$ cat src/rtl/alu_ctl_imm_ext.sv
module alu_ctl_imm_ext (
  input  logic [31:0] instr,
  input  logic [1:0]  ext_sel,
  input  logic [1:0]  op_sel,
  input  logic [31:0] opa,
  output logic [31:0] imm,
  output logic [3:0]  alu_op,
  output logic        zero_hit
);
  localparam logic [3:0] OP_ADD  = 4'd0;
  localparam logic [3:0] OP_SUB  = 4'd1;
  localparam logic [3:0] OP_AND  = 4'd2;
  localparam logic [3:0] OP_OR   = 4'd3;
  localparam logic [3:0] OP_XOR  = 4'd4;
  localparam logic [3:0] OP_SLL  = 4'd5;
  localparam logic [3:0] OP_SRL  = 4'd6;
  localparam logic [3:0] OP_SRA  = 4'd7;
  localparam logic [3:0] OP_SLT  = 4'd8;
  localparam logic [3:0] OP_SLTU = 4'd9;
  localparam logic [3:0] OP_PASB = 4'd10;
  localparam logic [3:0] OP_ZTST = 4'd11;

  logic [3:0] func_op, opc_op;
  wire  [15:0] lo16 = instr[15:0];
  wire  [25:0] lo26 = instr[25:0];

  always_comb begin
    unique case (ext_sel)
      2'd0: imm = {{16{lo16[15]}}, lo16};
      2'd1: imm = {16'h0000, lo16};
      2'd2: imm = {{6{lo26[25]}}, lo26};
      default: imm = {lo16, 16'h0000};
    endcase
  end

  always_comb begin
    case (instr[5:0])
      6'h22, 6'h23: func_op = OP_SUB;
      6'h24:        func_op = OP_AND;
      6'h25:        func_op = OP_OR;
      6'h26:        func_op = OP_XOR;
      6'h04:        func_op = OP_SLL;
      6'h06:        func_op = OP_SRL;
      6'h07:        func_op = OP_SRA;
      6'h2A:        func_op = OP_SLT;
      6'h2B:        func_op = OP_SLTU;
      default:      func_op = OP_ADD;
    endcase
  end

  always_comb begin
    case (instr[31:26])
      6'h0A, 6'h0B: opc_op = OP_SUB;
      6'h0C:        opc_op = OP_AND;
      6'h0D:        opc_op = OP_OR;
      6'h0E:        opc_op = OP_XOR;
      6'h0F:        opc_op = OP_PASB;
      6'h14:        opc_op = OP_SLL;
      6'h16:        opc_op = OP_SRL;
      6'h17:        opc_op = OP_SRA;
      6'h1A:        opc_op = OP_SLT;
      6'h1B:        opc_op = OP_SLTU;
      default:      opc_op = OP_ADD;
    endcase
  end

  always_comb begin
    unique case (op_sel)
      2'd0: alu_op = func_op;
      2'd1: alu_op = opc_op;
      2'd2: alu_op = OP_ADD;
      default: alu_op = OP_ZTST;
    endcase
  end

  assign zero_hit = (op_sel == 2'd3) && (opa == 32'd0);
endmodule


$ cat config.mk
export PLATFORM = sky130hd
export DESIGN_NAME = alu_ctl_imm_ext
export DESIGN_NICKNAME = d
export VERILOG_FILES = /design/src/rtl/alu_ctl_imm_ext.sv
export SDC_FILE = /design/constraint.sdc
export NUM_CORES = 1
export LEC_CHECK = 0
export BUFFER_PORTS_ARGS = -buffer_cell sky130_fd_sc_hd__clkbuf_2
export CAP_MARGIN = 20
export CORE_UTILIZATION = 28
export DETAILED_ROUTE_END_ITERATION = 10
export PLACE_DENSITY = 0.88
export SYNTH_ARGS = -nofsm -noshare
export SYNTH_HDL_FRONTEND = slang
export SYNTH_SLANG_ARGS = --single-unit
$ cat constraint.sdc
create_clock -name vclk -period 0.97
set_input_delay 0.1455 -clock vclk [all_inputs]
set_output_delay 0.1455 -clock vclk [all_outputs]
set_load 0.03 [all_outputs]
==> run_results.csv, run 1 <==
group,metric,value,unit
place,portBuffers,105,
clock_network,ctsHoldBuffers,0,
floorplanning,initial_core_util,0.307,
clock_network,post_cts_resized,140,
logic_synthesis,synth_top_family_by_area,"simple AND/OR/NAND/NOR gates",
floorplanning,die_h,52.2,microns
logic_synthesis,synthMuxAreaShare,0.0284,
logic_synthesis,synth_area,704,sq um
outcome,status,"did not finish",
logic_synthesis,netlist_instances,114,
floorplanning,rows,17,
logic_synthesis,yosys.cell_types.count,33,
place,dp_hpwl,2810,microns
outcome,haltStage,"clock tree synthesis",
logic_synthesis,ys_seq_area_frac,0,
logic_synthesis,synth_warnings,0,
place,preCtsSetupSlack,-0.410,ns
clock_network,post_cts_buffers,6,
outcome,error,"[ERROR DPL-0038] Utilization greater than 100%, impossible to legalize",
logic_synthesis,synth_compound_area_frac,0.313,
logic_synthesis,synthXorXnorAreaFrac,0.0249,
floorplanning,die_w,52.2,microns
place,gp_congestion,0.850,
floorplanning,io_pins,105,
logic_synthesis,postSynthAreaPerCell,6.18,sq um
logic_synthesis,synth_adder_area_share,0.0870,
logic_synthesis,synth_nets,186,
logic_synthesis,synth_simple_gate_area_share,0.469,
## Yosys cell counts (2+ instances only)
library cell	instances	share of area
o22ai_1	5	0.044
nor2_1	4	0.021
nor4_1	7	0.062
buf_2	4	0.028
nand3_1	2	0.014
nand4b_1	3	0.037
nor3_1	2	0.014
a21oi_1	11	0.078
and2_1	15	0.13
xor2_1	2	0.025
a21o_1	7	0.075
o21ai_0	7	0.050
inv_1	6	0.032
clkbuf_1	2	0.011
ha_1	4	0.071
nand2b_1	3	0.027
mux2i_1	2	0.028
nand2_1	12	0.064
o211ai_1	2	0.021
## logic make-up after synthesis
logic type | Yosys count
simple gates | 56
fa+ha+maj | 5
compound gates | 36
xor+xnor | 2
buf+inv | 13
mux | 2
## per-stage QoR
stage,std cells,instance area [sq um],TNS (ns)
3_5_place_dp,273,1660,-8.07
3_3_place_gp,273,1660,-7.46
2_1_floorplan,114,885,-1.13
==> run 2, diff against run 1 <==
CORE_AREA = 2 2 63 65   (was not set)
CORE_UTILIZATION = not set   (was 28)
DIE_AREA = 0 0 65 67   (was not set)
PLACE_DENSITY = not set   (was 0.88)
PLACE_DENSITY_LB_ADDON = 0.15   (was not set)
clock period = 1.26 ns   (was 0.97 ns; I/O delays follow)
==> run_results.csv, run 2 <==
group,metric,value,unit
timing,final-max-slew-violation-count,0,
timing,setup_ws,-0.146,ns
detailed_routing,via_count,1346,
layout,diodes,0,
logic_synthesis,ys_seq_area_frac,0,
logic_synthesis,synth_top_area_cell,"and2_1",
logic_synthesis,yosys-top-cells-area,"and2_1 13%, a21oi_1 7.8%, a21o_1 7.5%, ha_1 7.1%, nand2_1 6.4%",
floorplanning,dieArea,4360,sq um
layout,final_cell_mix,"78 x clkbuf_2, 34 x buf_4, 14 x and2_1, 9 x nand2_1, 9 x a21oi_1",
setup_path,crit_required,1.07,ns
timing,max_freq,711,MHz
floorplanning,initial_core_util,0.195,
outcome,status,"complete, but fails checks",
timing,tns,-0.341,ns
layout,clkbuf_count,0,
logic_synthesis,postSynthAreaPerCell,6.18,sq um
place,dp_hpwl,2670,microns
min_path,whs_path_depth,4,
detailed_routing,firstDrtPassIters,4,
pwr,p_per_area,415,nW/um^2
global_route,first_global_vias,1288,
global_route,grt_max_degree,14,
timing,setup_viol_count_final,5,
detailed_routing,wl,3370,microns
logic_synthesis,synth_top_area_share,0.133,
layout,final_nets,315,
pwr,p_leak,0.932,nW
detailed_routing,ant_nets,0,
detailed_routing,wl_per_cell,11.6,microns
logic_synthesis,yosys.cell_types.count,33,
timing,relSlewSlack,0.756,
layout,post-route-util,0.496,
place,portBuffers,105,
setup_path,critPathKind,"in -> out",
global_route,antenna_found_initial,0,
global_route,overflow,0,
floorplanning,die_w,65,microns
layout,drive_above_1_share,0.672,
layout,fillers,354,
logic_synthesis,netlist_instances,114,
floorplanning,coreArea,3610,sq um
setup_path,crit_fanout,1,
logic_synthesis,synth_warnings,0,
layout,mostFrequentLayoutCell,"clkbuf_2",
setup_path,crit_path_end_kind,"output pin",
timing,worst_pin_slew,0.361,ns
setup_path,setup.worst_path.end,"zero_hit",
pwr,ir_drop,0.204,mV
layout,multi_input_area,800,sq um
setup_path,critPathArrivalTime,1.22,ns
floorplanning,die_h,67,microns
timing,finalWorstPathRequiredPeriod,1.41,ns
layout,area_delta_synth_final,154,%
detailed_routing,viasPerCell,4.66,
timing,hold_viol,0,
global_route,grt_pass1_wl,5090,microns
logic_synthesis,synth_area,704,sq um
floorplanning,io_pins,105,
run,drv_cap,0,
logic_synthesis,synth_nets,186,
logic_synthesis,synthTopCellsByCount,"15 x and2_1, 12 x nand2_1, 11 x a21oi_1",
place,gp_congestion,0.745,
timing,hold_ws,0.728,ns
setup_path,crit_start,"opa[9]",
layout,regArea,0,sq um
logic_synthesis,synth.most_common_cell,"and2_1",
layout,seq_cells,0,
detailed_routing,drt_iter0_drc,30,
floorplanning,rows,22,
min_path,worstHoldPathType,"in -> out",
outcome,violations,"setup timing",
timing,post-route-period-util,1.12,
setup_path,start_kind,"input pin",
timing,rsz0062_at_grt,"true",
global_route,grt_usage,0.141,
detailed_routing,post-route-drc-count,0,
run 2: cell counts after synthesis:
Identical to the previous run, type by type.
run 2: per-layer routing:
metal | routed length [microns] | up-vias | GRT usage
met4 | 15 | 0 | 0.0160
met3 | 402 | 2 | 0.0220
met2 | 1680 | 89 | 0.293
met5 | 0 | - | 0
met1 | 1270 | 580 | 0.152
li1 | - | 675 | -
run 2: area by class of cell:
type,count,area share
inverters,6,0.0175
repair buffers,134,0.502
multi-input cells,101,0.447
well taps,48,0.0336
run 2: kinds of logic after synthesis:
kind of cell | Yosys count | share of synthesized area
AO/OA/AOI/OAI | 36 | 0.313
XOR/XNOR | 2 | 0.0249
adder cells (fa/ha/maj) | 5 | 0.0870
buffers and inverters | 13 | 0.0781
multiplexers | 2 | 0.0284
AND/OR/NAND/NOR | 56 | 0.469
run 2: worst min path at each step:
stage | from | endpoint | slack, ns
floorplan | op_sel[0] | alu_op[3] | 0.47
global placement | instr[14] | imm[30] | 0.75
detailed placement | instr[7] | imm[23] | 0.74
CTS | instr[13] | imm[29] | 0.72
global route | instr[10] | imm[26] | 0.75
finish | instr[7] | imm[23] | 0.73
run 2: critical path, cell delays in order:
cell and delay [ns]:
clkbuf_2 0.08, or4_4 0.53, nor4_4 0.22, clkbuf_8 0.20
run 2: repair_timing:
item,in CTS,in global routing
pin swaps,18,8
hold buffers,0,0
buffers inserted,1,0
setup endpoints to repair,14,21
resized for setup,45,40
run 2: where the power goes:
| part | internal [W] | leakage (nW) | switching, W |
|---|---|---|---|
| clock | 0 | 0 | 0 |
| sequential | 0 | 0 | 0 |
| combinational | 0.000342 | 0.932 | 0.000400 |
run 2: through the flow:
stage	std cells	power [W]	setup slack (ns)	area (sq um)
2_1_floorplan	114	0.000341	-0.0880	729
3_3_place_gp	288	0.000634	-0.185	1490
3_5_place_dp	288	0.000633	-0.233	1490
4_1_cts	289	0.000704	-0.168	1700
5_1_grt	289	0.000796	-0.257	1790
6_report	289	0.000743	-0.146	1790
(Power assumes the default switching activity.)
